--- src/rtl/rcs_pkg.sv ---
package rcs_pkg;

    typedef enum logic [1:0] {
        KIND_POR  = 2'd0,
        KIND_WARM = 2'd1,
        KIND_FREQ = 2'd2,
        KIND_NONE = 2'd3
    } rst_kind_e;

    typedef enum logic [1:0] {
        FSM_IDLE = 2'd0,
        FSM_REQ  = 2'd1,
        FSM_WAIT = 2'd2
    } fatal_fsm_e;

    localparam logic [1:0] ADDR_CAUSE  = 2'd0;
    localparam logic [1:0] ADDR_STATUS = 2'd1;
    localparam logic [1:0] ADDR_ENABLE = 2'd2;

    localparam int CAUSE_W      = 8;
    localparam int SLICE_LSB    = CAUSE_W;
    localparam int STAT_W       = 8;
    localparam int SHADOW_LSB   = 4;
    localparam logic [CAUSE_W-1:0] CAUSE_LIVE = 8'hFB;
    localparam logic [STAT_W-1:0]  STAT_LIVE  = 8'h77;

endpackage

--- src/rtl/rcs_cause_reg.sv ---
module rcs_cause_reg
    import rcs_pkg::*;
#(
    parameter int NUM_SLICES = 8,
    localparam int REG_W = SLICE_LSB + NUM_SLICES
) (
    input  logic                  clk,
    input  logic                  rst_n,
    input  logic [CAUSE_W-1:0]    hw_cause,
    input  logic [NUM_SLICES-1:0] slice_hit,
    input  logic                  clr_en,
    input  logic [REG_W-1:0]      clr_data,
    output logic [REG_W-1:0]      cause_q
);

    localparam logic [REG_W-1:0] LIVE = {{NUM_SLICES{1'b1}}, CAUSE_LIVE};

    logic [REG_W-1:0] set_vec;
    logic [REG_W-1:0] clr_vec;

    always_comb begin
        set_vec = {slice_hit, hw_cause} & LIVE;
        clr_vec = clr_en ? (clr_data & LIVE) : '0;
    end

    // set is ORed after the clear, so a same-cycle pulse survives
    always_ff @(posedge clk or negedge rst_n) begin
        if (!rst_n) cause_q <= '0;
        else        cause_q <= (cause_q & ~clr_vec) | set_vec;
    end

endmodule

--- src/rtl/rcs_status_reg.sv ---
module rcs_status_reg
    import rcs_pkg::*;
(
    input  logic              clk,
    input  logic              rst_n,
    input  logic              evt_valid,
    input  rst_kind_e         evt_kind,
    output logic [STAT_W-1:0] stat_q
);

    logic [2:0] kind_code;
    logic       load;

    always_comb begin
        kind_code = 3'b000;
        load      = 1'b0;
        unique case (evt_kind)
            KIND_POR:  begin kind_code = 3'b001; load = evt_valid; end
            KIND_WARM: begin kind_code = 3'b010; load = evt_valid; end
            KIND_FREQ: begin kind_code = 3'b110; load = evt_valid; end
            KIND_NONE: begin kind_code = 3'b000; load = 1'b0;      end
        endcase
    end

    always_ff @(posedge clk or negedge rst_n) begin
        if (!rst_n) begin
            stat_q <= '0;
        end else if (load) begin
            stat_q[SHADOW_LSB+2:SHADOW_LSB] <= stat_q[2:0];
            stat_q[2:0]                     <= kind_code;
        end
    end

endmodule

--- src/rtl/rcs_fatal_ctl.sv ---
module rcs_fatal_ctl
    import rcs_pkg::*;
#(
    parameter int NUM_SLICES = 8
) (
    input  logic                  clk,
    input  logic                  rst_n,
    input  logic                  wr_en,
    input  logic [NUM_SLICES-1:0] wr_data,
    input  logic [NUM_SLICES-1:0] slice_fatal,
    input  logic                  rst_evt,
    output logic [NUM_SLICES-1:0] enable_q,
    output logic [NUM_SLICES-1:0] slice_hit,
    output logic                  warm_req
);

    fatal_fsm_e state_q, state_d;
    logic       any_hit;

    generate
        for (genvar s = 0; s < NUM_SLICES; s++) begin : g_gate
            assign slice_hit[s] = slice_fatal[s] & enable_q[s];
        end
    endgenerate

    assign any_hit = |slice_hit;

    always_ff @(posedge clk or negedge rst_n) begin
        if (!rst_n)       enable_q <= '0;
        else if (rst_evt) enable_q <= '0;
        else if (wr_en)   enable_q <= wr_data;
    end

    always_ff @(posedge clk or negedge rst_n) begin
        if (!rst_n) state_q <= FSM_IDLE;
        else        state_q <= state_d;
    end

    always_comb begin
        state_d = state_q;
        unique case (state_q)
            FSM_IDLE: if (any_hit) state_d = FSM_REQ;
            FSM_REQ:               state_d = FSM_WAIT;
            FSM_WAIT: if (rst_evt) state_d = FSM_IDLE;
            default:               state_d = FSM_IDLE;
        endcase
    end

    always_comb begin
        warm_req = (state_q == FSM_REQ);
    end

endmodule

--- src/rtl/reset_cause_regs.sv ---
module reset_cause_regs
    import rcs_pkg::*;
#(
    parameter int NUM_SLICES = 8,
    localparam int REG_W = SLICE_LSB + NUM_SLICES
) (
    input  logic                  clk,
    input  logic                  rst_n,
    input  logic [CAUSE_W-1:0]    hw_cause,
    input  logic [NUM_SLICES-1:0] slice_fatal,
    input  logic                  rst_evt_valid,
    input  logic [1:0]            rst_evt_kind,
    input  logic [1:0]            reg_addr,
    input  logic                  reg_we,
    input  logic [REG_W-1:0]      reg_wdata,
    output logic [REG_W-1:0]      reg_rdata,
    output logic                  warm_req
);

    rst_kind_e             kind;
    logic                  evt_live;
    logic                  wr_cause;
    logic                  wr_enable;
    logic [REG_W-1:0]      cause_q;
    logic [STAT_W-1:0]     stat_q;
    logic [NUM_SLICES-1:0] enable_q;
    logic [NUM_SLICES-1:0] slice_hit;

    always_comb begin
        kind      = rst_kind_e'(rst_evt_kind);
        evt_live  = rst_evt_valid && (kind != KIND_NONE);
        wr_cause  = reg_we && (reg_addr == ADDR_CAUSE);
        wr_enable = reg_we && (reg_addr == ADDR_ENABLE);
    end

    rcs_cause_reg #(.NUM_SLICES(NUM_SLICES)) u_cause (
        .clk       (clk),
        .rst_n     (rst_n),
        .hw_cause  (hw_cause),
        .slice_hit (slice_hit),
        .clr_en    (wr_cause),
        .clr_data  (reg_wdata),
        .cause_q   (cause_q)
    );

    rcs_status_reg u_status (
        .clk       (clk),
        .rst_n     (rst_n),
        .evt_valid (rst_evt_valid),
        .evt_kind  (kind),
        .stat_q    (stat_q)
    );

    rcs_fatal_ctl #(.NUM_SLICES(NUM_SLICES)) u_fatal (
        .clk         (clk),
        .rst_n       (rst_n),
        .wr_en       (wr_enable),
        .wr_data     (reg_wdata[REG_W-1:SLICE_LSB]),
        .slice_fatal (slice_fatal),
        .rst_evt     (evt_live),
        .enable_q    (enable_q),
        .slice_hit   (slice_hit),
        .warm_req    (warm_req)
    );

    always_comb begin
        reg_rdata = '0;
        unique case (reg_addr)
            ADDR_CAUSE:  reg_rdata = cause_q;
            ADDR_STATUS: reg_rdata[STAT_W-1:0] = stat_q & STAT_LIVE;
            ADDR_ENABLE: reg_rdata[REG_W-1:SLICE_LSB] = enable_q;
            default:     reg_rdata = '0;
        endcase
    end

endmodule

--- config.mk ---
export PLATFORM = sky130hd
export DESIGN_NAME = reset_cause_regs
export DESIGN_NICKNAME = d
export VERILOG_FILES = /design/src/rtl/rcs_pkg.sv /design/src/rtl/rcs_cause_reg.sv /design/src/rtl/rcs_status_reg.sv /design/src/rtl/rcs_fatal_ctl.sv /design/src/rtl/reset_cause_regs.sv
export SDC_FILE = /design/constraint.sdc
export NUM_CORES = 1
export LEC_CHECK = 0
export ABC_CLOCK_PERIOD_IN_PS = 3550
export BUFFER_PORTS_ARGS = -buffer_cell sky130_fd_sc_hd__buf_2
export CAP_MARGIN = 20
export CORE_MARGIN = 2
export CORE_UTILIZATION = 52
export DETAILED_ROUTE_END_ITERATION = 6
export GPL_TIMING_DRIVEN = 0
export MAX_ROUTING_LAYER = met4
export PLACE_DENSITY = 0.84
export SLEW_MARGIN = 30
export SYNTH_ARGS = -nofsm -noshare
export SYNTH_HDL_FRONTEND = slang
export SYNTH_SLANG_ARGS = --single-unit
--- constraint.sdc ---
create_clock -name clk -period 3.55 [get_ports clk]
set_clock_uncertainty 0.1 [all_clocks]
set_input_delay 0.1775 -clock clk [delete_from_list [all_inputs] [get_ports clk]]
set_output_delay 0.1775 -clock clk [all_outputs]
set_load 0.1 [all_outputs]
Word-level counts from Yosys, hierarchy flattened
Cells that the tools add are included.
W data, S select, Z words.

storage, ports and cells
  register bits after elaboration = 32
  input bits = 40
  output and inout port bits = 17

operators by class
  equality and inequality tests = 10
  multiplexer cells = 10
  bitwise operators = 11
  reductions and logical operators = 10

operators with widths
  kind                  count
  $pmux W8 S2           2
  $and A16 B16 Y16      1
  $mux W16              1
  $mux W8               2
  $not A16 Y16          1
  $or A16 B16 Y16       1
  $pmux W3 S4           1
  $and A1 B1 Y1         8
  $eq A2 B2 Y1 const B  4
  $reduce_or A8 Y1      1
  $eq A2 B1 Y1 const B  3
  $logic_not A2 Y1      3
  $pmux W2 S3           1
  $mux W2               2
  $ne A2 B2 Y1 const B  2
  $logic_and A1 B1 Y1   3
  $reduce_or A3 Y1      1
  $ne A2 B1 Y1 const B  1
  $pmux W1 S2           1
  $reduce_and A2 Y1     1
  $reduce_bool A2 Y1    1

Longest topological paths before layout
Gate-level depths: netlist of run 1.

  depth after elaboration = 6
  depth in mapped cells = 6

Modules after synthesis
A second synthesis of run 1 with hierarchy kept.

unflattened totals
  cells, all modules = 151
  area, all modules = 1670.4 µm²

by module, submodules not included
  module            instances  cells each  area each (µm²)  seq. area each (µm²)
  rcs_cause_reg     1          48          566.8            375.4
  rcs_fatal_ctl     1          43          479.2            250.2
  rcs_status_reg    1          22          329.1            150.1
  reset_cause_regs  1          38          295.3            0.0

Worst setup path before layout of run 1
Ideal clock, no wire load.

  path type = input to output
  start point = in reg_addr[0]
  end point = out reg_rdata[3]
  arrival time = 2750 ps
  data required time = 3273 ps
  path slack = 522 ps
  stages = 3
  path buffers = 2
  cell sequence = buf_6 > clkbuf_1 > nor3b_1

on the way
  cells in the longest elaborated chain, start to end = 2
  elaborated cells on any way between the ends = 3

RTL lines
  element                                                  line                    RTL
  from (decl)                                              reset_cause_regs.sv:13  input logic [1:0] reg_addr,
  $eq A2 B1 Y1 / $logic_not A2 Y1 (equally long branches)  reset_cause_regs.sv:68  unique case (reg_addr)
  $pmux W8 S2 *                                            reset_cause_regs.sv:68
  to (decl)                                                reset_cause_regs.sv:16  output logic [REG_W-1:0] reg_rdata,

Every way passes the cells marked *; elsewhere a longest branch is shown, timed or not.

Worst setup path after layout of run 1
  start point = reg u_fatal.enable_q[5]
  end point = out reg_rdata[13]

on the way
  cells in the longest elaborated chain, start to end = 1

RTL lines
  element                 line                    RTL
  from (decl)             rcs_fatal_ctl.sv:12     output logic [NUM_SLICES-1:0] enable_q,
  from (signal assigned)  rcs_fatal_ctl.sv:31     else if (wr_en) enable_q <= wr_data;
  $pmux W8 S2             reset_cause_regs.sv:68

No other way between the ends.

==> results of run 1 <==
==> cells in the final DEF (no fill, tap or decap), drive strengths merged <==
master and instances:
a21o 7, a221oi 1, a22o 17, a22oi 2
a311oi 1, and3b 1, buf 58, clkbuf 7
clkinv 1, dfrtp 31, dlygate4sd3 24, ha 3
inv 2, mux2 6, mux2i 13, nand2 16
nand2b 1, nor2 13, nor2b 2, nor3 1
nor3b 3, o21ba 1, o21bai 1
==> layout make-up <==
type | instances | area [um^2] | area share, %
sequential | 31 | 775.7 | 36.86
multi-input combinational | 89 | 666.9 | 31.69
timing repair buffer | 76 | 500.5 | 23.78
buffer | 7 | 58.81 | 2.794
clock buffer | 6 | 51.30 | 2.438
tap | 31 | 38.79 | 1.843
inverter | 2 | 7.507 | 0.3567
clock inverter | 1 | 5.005 | 0.2378
==> path summary, 6_finish.rpt <==
kind	depth (start not counted)	start	endpoint	slack, ns
max	3	u_fatal.enable_q[5]$_DFFE_PN0P_	reg_rdata[13]	1.83
min	3	reg_wdata[0]	u_cause.cause_q[0]$_DFF_PN0_	0.02
max reg2reg	2	u_cause.cause_q[6]$_DFF_PN0_	u_cause.cause_q[6]$_DFF_PN0_	2.25
min reg2reg	1	u_fatal.state_q[0]$_DFFE_PN0P_	u_fatal.state_q[0]$_DFFE_PN0P_	0.34
max in group asynchronous	2	rst_n	u_status.stat_q[5]$_DFFE_PN0P_	2.61
min in group asynchronous	2	rst_n	u_cause.cause_q[10]$_DFF_PN0_	0.29
==> power breakdown <==
part | internal [mW] | total (mW) | switching, mW
registers | 0.405 | 0.440 | 0.0356
logic | 0.110 | 0.337 | 0.227
clock network | 0.0916 | 0.212 | 0.120
==> critical path: stages (launching register included) <==
cell     delay (ns)
dfrtp_1        0.43
mux2i_1        0.12
nor2_1         0.12
buf_2          0.44
==> per-layer routing <==
layer	track usage [%]	vias to the layer above	part of all wire, %
li1	-	624	-
met1	30.72	647	42
met2	39.12	50	50
met3	7.143	9	5.8
met4	12.29	0	2.1
met5	-	-	0
==> stage by stage <==
step | utilization (%) | setup slack, ns | hold slack [ns] | area (um^2) | power (mW)
6_report | 76.32 | 1.831 | 0.01547 | 2105 | 0.9894
5_1_grt | 76.32 | 1.785 | 0.006428 | 2105 | 1.036
4_1_cts | 76.32 | 1.883 | 0.005641 | 2105 | 0.9919
3_5_place_dp | 65.56 | 1.995 | 0.1533 | 1808 | 0.7608
3_3_place_gp | 65.56 | 2.010 | 0.1387 | 1808 | 0.7509
2_1_floorplan | - | 0.5223 | -0.2181 | 1509 | 0.6867
==> registers in the layout, indices dropped and copies added, names as in the netlist <==
name              flops
u_fatal.enable_q      8
u_status.stat_q       6
u_fatal.state_q       2
u_cause.cause_q      15
==> cells by family (layout without fill, tap and decap cells) <==
group                    count (synthesis)  after routing
adder cells (fa/ha/maj)                  3              3
AO/OA/AOI/OAI                           30             30
buffers and inverters                    9             92
multiplexers                            19             19
flip-flops                              31             31
AND/OR/NAND/NOR                         37             37
==> results.py, run 1 <==
metrics = {
    "outcome": {
        "status": "finished, final reports clean",
    },
    "grt": {
        "grt_max_degree": 32,
        "grt_pass1_wl_um": 6113,
        "grt_pass1_vias": 1364,
        "gr-total-overflow": 0,
        "grt_use_total_pct": 25.37,
        "antenna_found_initial": 0,
    },
    "route": {
        "routed_wl_um": 3766,
        "drt_iter0_markers": 47,
        "drc": 0,
        "routedWlPerCell_um": 15.50,
        "dr.pass1.iters": 4,
        "routed-via-count": 1330,
        "viasPerCell": 5.473,
        "final_antenna_net_count": 0,
    },
    "pwr": {
        "power_density_nw_per_um2": 470.1,
        "peakVddDrop_mv": 0.3494,
        "p_leak_nw": 1.060,
    },
    "critical_path": {
        "start_kind": "register",
        "end_kind": "output port",
        "crit_type": "reg -> out",
        "cp_data_arrival_time_ns": 1.44,
        "cp.required_ns": 3.27,
        "critPathMaxFanout": 4,
    },
    "sta": {
        "slew_viol_final": 0,
        "fmax_mhz": 581.8,
        "slew_headroom_pct": 55.03,
        "worst_pin_slew_ns": 0.6745,
        "setup_viol": 0,
        "finalCriticalPeriod_ns": 1.719,
        "fin_crit_sh_pct": 48.42,
        "tns_ns": 0,
        "hold_viol": 0,
        "rsz0062_at_grt": "no",
    },
    "yosys": {
        "yosys.area_share.simple_pct": 11.94,
        "yosys_register_bits": 31,
        "synth_xor_area_share_pct": 0,
        "syn_nets": 172,
        "yosys.area.top_type_share_pct": 51.41,
        "synth.most_common_cell": "dfrtp_1",
        "seq_area_frac_synth_pct": 51.41,
        "muxShareOfSynthArea_pct": 13.10,
        "syn_avg_cell_area_um2": 11.70,
        "synth_top_family_by_area": "compound AO/OA/AOI/OAI gates",
        "yosysTopAreaCell": "dfrtp_1",
        "yosysUniqueCellTypes": 23,
        "synth_area_leaders": "dfrtp_1 (51%), a22o_1 (9.9%), mux2i_1 (8.6%)",
        "async_flop_share_pct": 100.0,
        "synthCells": 129,
        "synth_edf_count": 0,
        "synthAdderAreaFrac_pct": 2.488,
        "synthesis.area_um2": 1509,
        "synth_ff_type": "dfrtp_1",
        "synth_common_cells": "dfrtp_1 (31), a22o_1 (17), nand2_1 (16), mux2i_1 (13), nor2_1 (13)",
        "synth-compound-area-share_pct": 16.67,
        "yosys_warnings": 0,
    },
    "placed_design": {
        "place.gp.congestion": 0.7852,
        "dp_hpwl_um": 2451,
        "dp_cells": 212,
        "portBuffers": 52,
    },
    "final_layout": {
        "drive_above_1_share_pct": 34.43,
        "finalNonFillerCells": 243,
        "antenna_cells": 0,
        "syn_to_final_growth_pct": 39.47,
        "fillers": 189,
        "layout.nets": 255,
    },
    "cts": {
        "cts_root_buf": "clkbuf_4",
        "cts_buffer_depth": 2,
        "cts_made_buffers": 5,
        "clk_latency_ns": 0.34,
        "clkSinkCount": 31,
        "clkTransAtPathRegs_ns": 0.09,
        "cts_hold_buf": 24,
        "cts_setup_buffers": 0,
        "cts_tree": "built",
        "cts.htree.levels": 2,
        "post_cts_resized": 0,
    },
    "floorplanning": {
        "start_util_pct": 54.72,
        "die_w_um": 57.87,
        "die_h_um": 57.87,
        "die-area_um2": 3349,
        "core_um2": 2758,
        "core.rowCount": 19,
        "ios": 57,
    },
    "worst_hold_path": {
        "hold_path_class": "in -> reg",
    },
    "flow_run": {
        "max-cap-violations": 0,
    },
}
(Power assumes the default switching activity.)
==> inputs of run 2 (changes only) <==
- ABC_AREA: not set -> 1
- ABC_CLOCK_PERIOD_IN_PS: 3550 -> 1520
- CORE_UTILIZATION: 52 -> 43
- PLACE_DENSITY: 0.84 -> 0.74
- clock period: 3.55 -> 1.52 ns (I/O delays scaled with it)
==> results.py, run 2 <==
metrics = {
    "final_layout": {
        "top_register": "u_cause.cause_q",
        "reg_top3": "u_cause.cause_q (15), u_fatal.enable_q (8), u_status.stat_q (6)",
        "antenna_cells": 0,
        "syn_to_final_growth_pct": 53.54,
        "drive_above_1_share_pct": 27.92,
        "stdcell_area_um2": 2278,
        "fillers": 290,
        "largest_reg_flops": 15,
        "final_common_cell": "buf_2",
        "fin_util_pct": 68.28,
        "layout.nets": 308,
        "final_cell_mix": "buf_2 (50), dlygate4sd3_1 (39), nand2_1 (34)",
    },
    "sta": {
        "fmax_mhz": 687.4,
        "hold_slack_ns": 0.03035,
        "hold_viol": 0,
        "setup_ws_ns": 0.06524,
        "slew_viol_final": 0,
        "setup_viol": 0,
        "finalCriticalPeriod_ns": 1.455,
        "worst_pin_slew_ns": 0.6800,
        "slew_headroom_pct": 54.67,
        "rsz0062_at_grt": "no",
        "fin_crit_sh_pct": 95.71,
    },
    "placed_design": {
        "dp_slack_ns": 0.1578,
        "portBuffers": 53,
        "dpl_cell_area_um2": 1819,
        "place.gp.congestion": 0.7823,
        "dp_hpwl_um": 2522,
    },
    "cts": {
        "cts_setup_buffers": 0,
        "clk_latency_ns": 0.34,
        "cts.htree.levels": 2,
        "clkSinkCount": 31,
        "cts_buffer_depth": 2,
        "cts_tree": "built",
        "clkTransAtPathRegs_ns": 0.10,
        "cts_root_buf": "clkbuf_4",
        "cts_made_buffers": 5,
    },
    "yosys": {
        "yosysTopAreaCell": "dfrtp_1",
        "syn_nets": 209,
        "yosys_register_bits": 31,
        "syn_avg_cell_area_um2": 8.939,
        "synth_ff_type": "dfrtp_1",
        "seq_area_frac_synth_pct": 52.28,
        "synth_edf_count": 0,
        "yosys.area.top_type_share_pct": 52.28,
        "synth_common_cells": "nand2_1 (34), dfrtp_1 (31), o21ai_0 (22), nand3_1 (19), inv_1 (18)",
        "yosysUniqueCellTypes": 19,
        "synth.most_common_cell": "nand2_1",
        "yosys_warnings": 0,
        "synth_area_leaders": "dfrtp_1 (52%), nand2_1 (8.6%), o21ai_0 (7.4%)",
        "synthCells": 166,
        "synthesis.area_um2": 1484,
        "async_flop_share_pct": 100.0,
    },
    "floorplanning": {
        "start_util_pct": 44.47,
        "die_w_um": 62.75,
        "die-area_um2": 3937,
        "core_um2": 3337,
        "die_h_um": 62.75,
        "core.rowCount": 21,
        "ios": 57,
    },
    "grt": {
        "gr-total-overflow": 0,
        "grt_max_degree": 32,
        "antenna_found_initial": 0,
        "grt_pass1_vias": 1558,
        "grt_pass1_wl_um": 6596,
        "grt_use_total_pct": 22.18,
    },
    "critical_path": {
        "start_kind": "register",
        "end_kind": "output port",
        "cp.required_ns": 1.34,
        "critPathMaxFanout": 2,
        "cp_data_arrival_time_ns": 1.28,
        "crit_type": "reg -> out",
    },
    "route": {
        "routedWlPerCell_um": 12.45,
        "drt_iter0_markers": 46,
        "dr.pass1.iters": 4,
        "routed-via-count": 1509,
        "final_antenna_net_count": 0,
        "routed_wl_um": 3872,
        "drc": 0,
        "viasPerCell": 4.852,
    },
    "pwr": {
        "p_leak_nw": 1.178,
        "power_mw": 2.365,
        "peakVddDrop_mv": 0.5971,
        "power_density_nw_per_um2": 1038,
    },
    "worst_hold_path": {
        "hold_path_class": "in -> reg",
    },
    "flow_run": {
        "max-cap-violations": 0,
    },
    "outcome": {
        "status": "finished, final reports clean",
    },
}
## run 2: cell types whose count changed in the layout (fill, tap and decap cells not counted), moves of 6 or more
cell           before  now
o21ai_0             0   20
nand3_1             0   19
nand2_1            16   34
inv_1               2   18
dlygate4sd3_1      24   39
mux2i_1            13    0
a22o_1             17    8
mux2_2              6    0
nor2_1             13    7
## run 2: final timing paths
check                                                start                               to  slack, ns  cells after the start
setup / recovery            u_status.stat_q[5]$_DFFE_PN0P_                     reg_rdata[5]       0.07                      3
hold / removal                               rst_evt_valid  u_fatal.enable_q[0]$_DFFE_PN0P_       0.03                      4
setup reg to reg           u_fatal.enable_q[0]$_DFFE_PN0P_     u_cause.cause_q[8]$_DFF_PN0_       0.17                      3
hold reg to reg             u_status.stat_q[6]$_DFFE_PN0P_   u_status.stat_q[6]$_DFFE_PN0P_       0.41                      2
max in group asynchronous                            rst_n  u_fatal.enable_q[2]$_DFFE_PN0P_       0.66                      2
min in group asynchronous                            rst_n   u_status.stat_q[0]$_DFFE_PN0P_       0.21                      2
## run 2: timing repair
item | CTS | global route
endpoints found under the setup margin | 0 | 5
endpoints found under the hold margin | 54 | 0
resized for setup | 0 | 5
hold buffers | 39 | 0
## run 2: logic make-up after synthesis
family | synth area share [%]
fa+ha+maj | 2.530
compound gates | 17.03
flops | 52.28
buf+inv | 7.250
simple gates | 20.91
## run 2: stage by stage
stage / instances / setup TNS (ns)
final: 311 / 0
after CTS: 311 / 0
after detailed placement: 265 / 0
after floorplan: 166 / -0.6016
after global placement: 265 / 0
after global routing: 311 / 0
## run 2: final cells by class
class,count,area [um^2],share of cell area [%]
Inverter,19,71.32,3.130
Multi-Input combinational cell,111,613.1,26.91
Tap cell,46,57.56,2.526
Clock inverter,1,5.005,0.2197
Timing Repair Buffer,92,668.1,29.32
Clock buffer,6,51.30,2.252
Buffer,5,36.28,1.593
Sequential cell,31,775.7,34.05
## run 2: where the power goes
group	total (mW)	switching [mW]	internal (mW)
logic	0.863	0.569	0.294
registers	1.01	0.0675	0.941
clock network	0.493	0.279	0.214
total	2.36	0.915	1.45
## run 2: per-layer routing
| layer | vias up | wire length (um) | global-route usage, % |
|---|---|---|---|
| li1 | 745 | - | - |
| met1 | 703 | 1705 | 24.29 |
| met2 | 54 | 1900 | 39.52 |
| met3 | 7 | 212 | 5.586 |
| met4 | 0 | 53 | 6.944 |
| met5 | - | 0 | - |
## run 2: worst max-delay path, cell delays in order (launching register included)
cell and delay (ns):
dfrtp_1 0.37, nand3_1 0.08, nand2_1 0.07, buf_2 0.41
==> inputs of run 3 (changes only) <==
- ABC_CLOCK_PERIOD_IN_PS: 1520 -> 1400
- CELL_PAD_IN_SITES_DETAIL_PLACEMENT: not set -> 0
- CELL_PAD_IN_SITES_GLOBAL_PLACEMENT: not set -> 2
- CORE_UTILIZATION: 43 -> 27
- PLACE_DENSITY: 0.74 -> not set
- PLACE_DENSITY_LB_ADDON: not set -> 0.1
- clock period: 1.52 -> 1.4 ns (I/O delays scaled with it)
==> results.py, run 3 (same netlist as run 2, synthesis figures left out) <==
metrics = {
    "outcome": {
        "status": "finished, final reports clean",
    },
    "placed_design": {
        "dp_hpwl_um": 3008,
        "place.gp.congestion": 0.7660,
        "dp_cells": 289,
        "dpl_cell_area_um2": 1849,
        "portBuffers": 53,
    },
    "cts": {
        "cts_buffer_depth": 2,
        "cts.htree.levels": 2,
        "cts_made_buffers": 5,
        "cts_tree": "built",
        "clk_latency_ns": 0.28,
        "clkTransAtPathRegs_ns": 0.07,
        "clkSinkCount": 31,
        "cts_root_buf": "clkbuf_8",
    },
    "final_layout": {
        "layout.nets": 300,
        "largest_reg_flops": 15,
        "antenna_cells": 0,
        "final_common_cell": "buf_2",
        "finalNonFillerCells": 327,
        "top_register": "u_cause.cause_q",
        "syn_to_final_growth_pct": 54.13,
        "stdcell_area_um2": 2287,
        "drive_above_1_share_pct": 28.79,
        "reg_top3": "u_cause.cause_q (15), u_fatal.enable_q (8), u_status.stat_q (6)",
        "final_cell_mix": "buf_2 (39), nand2_1 (34), dlygate4sd3_1 (31), dfrtp_1 (31), o21ai_0 (20)",
    },
    "floorplanning": {
        "core.rowCount": 26,
        "die_h_um": 78.14,
        "die-area_um2": 6105,
        "core_um2": 5205,
        "start_util_pct": 28.51,
        "ios": 57,
        "die_w_um": 78.14,
    },
    "sta": {
        "rsz0062_at_grt": "no",
        "hold_viol": 0,
        "slew_headroom_pct": 49.87,
        "finalCriticalPeriod_ns": 1.378,
        "setup_viol": 0,
        "fmax_mhz": 725.6,
        "worst_pin_slew_ns": 0.7519,
        "tns_ns": 0,
        "fin_crit_sh_pct": 98.44,
        "slew_viol_final": 0,
    },
    "critical_path": {
        "start_kind": "register",
        "cp.required_ns": 1.23,
        "end_kind": "output port",
        "critPathMaxFanout": 3,
        "worst-path-buf-inv": 1,
        "crit_chain": "a22o_1 > buf_2",
        "cp_data_arrival_time_ns": 1.21,
        "crit_family": "buffers and inverters",
        "crit_type": "reg -> out",
        "max_stage_delay_ns": 0.41,
        "cpMaxStageDelayCell": "buf_2",
    },
    "route": {
        "routed-via-count": 1482,
        "final_antenna_net_count": 0,
        "drt_iter0_markers": 45,
        "routedWlPerCell_um": 13.30,
        "drc": 0,
        "routed_wl_um": 4348,
        "viasPerCell": 4.532,
        "dr.pass1.iters": 6,
    },
    "grt": {
        "grt_pass1_wl_um": 7100,
        "grt_use_total_pct": 15.63,
        "antenna_found_initial": 0,
        "gr-total-overflow": 0,
        "grt_max_degree": 32,
        "grt_pass1_vias": 1502,
    },
    "flow_run": {
        "max-cap-violations": 0,
    },
    "worst_hold_path": {
        "hold_path_class": "in -> reg",
    },
    "pwr": {
        "power_mw": 2.679,
        "p_leak_nw": 1.150,
        "peakVddDrop_mv": 0.4093,
        "power_density_nw_per_um2": 1171,
    },
}
[run 3: power by group]
| part | internal [mW] | switching (mW) | leakage [nW] | total (mW) |
|---|---|---|---|---|
| registers | 1.02 | 0.0752 | 0.368 | 1.10 |
| logic | 0.261 | 0.608 | 0.734 | 0.870 |
| clock network | 0.385 | 0.325 | 0.0470 | 0.711 |
[run 3: worst paths after layout]
| path | cells past startpoint | to | start | slack, ns |
|---|---|---|---|---|
| max in group asynchronous | 2 | u_fatal.enable_q[6]$_DFFE_PN0P_ | rst_n | 0.42 |
| min in group asynchronous | 2 | u_cause.cause_q[7]$_DFF_PN0_ | rst_n | 0.30 |
| max | 2 | reg_rdata[12] | u_fatal.enable_q[4]$_DFFE_PN0P_ | 0.02 |
| min reg2reg | 2 | u_status.stat_q[6]$_DFFE_PN0P_ | u_status.stat_q[6]$_DFFE_PN0P_ | 0.39 |
| max reg2reg | 2 | u_cause.cause_q[5]$_DFF_PN0_ | u_cause.cause_q[5]$_DFF_PN0_ | 0.08 |
| min | 4 | u_fatal.enable_q[0]$_DFFE_PN0P_ | rst_evt_valid | 0.10 |
[run 3: final cells by class]
cell class,count,area [um^2]
buffer,5,36.28
clock buffer,6,82.58
clock inverter,1,5.005
fill,535,2918
inverter,19,71.32
multi-input combinational,111,613.1
sequential,31,775.7
tap,70,87.58
timing repair buffer,84,615.6
[run 3: metrics by stage]
step / util, % / hold WS (ns) / setup WS, ns
2_1_floorplan: - / -0.3256 / -0.4088
3_3_place_gp: 35.53 / 0.06294 / 0.04851
3_5_place_dp: 35.53 / 0.07765 / 0.03460
4_1_cts: 43.32 / 0.1030 / 0.002177
5_1_grt: 43.94 / 0.1204 / 0.002306
6_report: 43.94 / 0.1047 / 0.02188
[run 3: per-layer routing]
metal	global-route usage, %	wire length (um)	vias to the layer above
met5	-	0	-
met4	5.439	23	0
met3	3.678	206	2
met2	26.29	2188	39
met1	18.44	1930	713
li1	-	-	728
[run 3: what timing repair did]
item / 4_1_cts / 5_1_grt
hold endpoints to repair: 54 / 0
gates resized for setup: 3 / 13
pin swaps: 0 / 1
hold buffers: 31 / 0
endpoints found under the setup margin: 3 / 14
setup buffers: 0 / 0
[run 3: worst reg2reg max path, cell delays in order (launching register included)]
cell           delay [ns]
dfrtp_1              0.38
a21o_1               0.18
dlygate4sd3_1        0.55
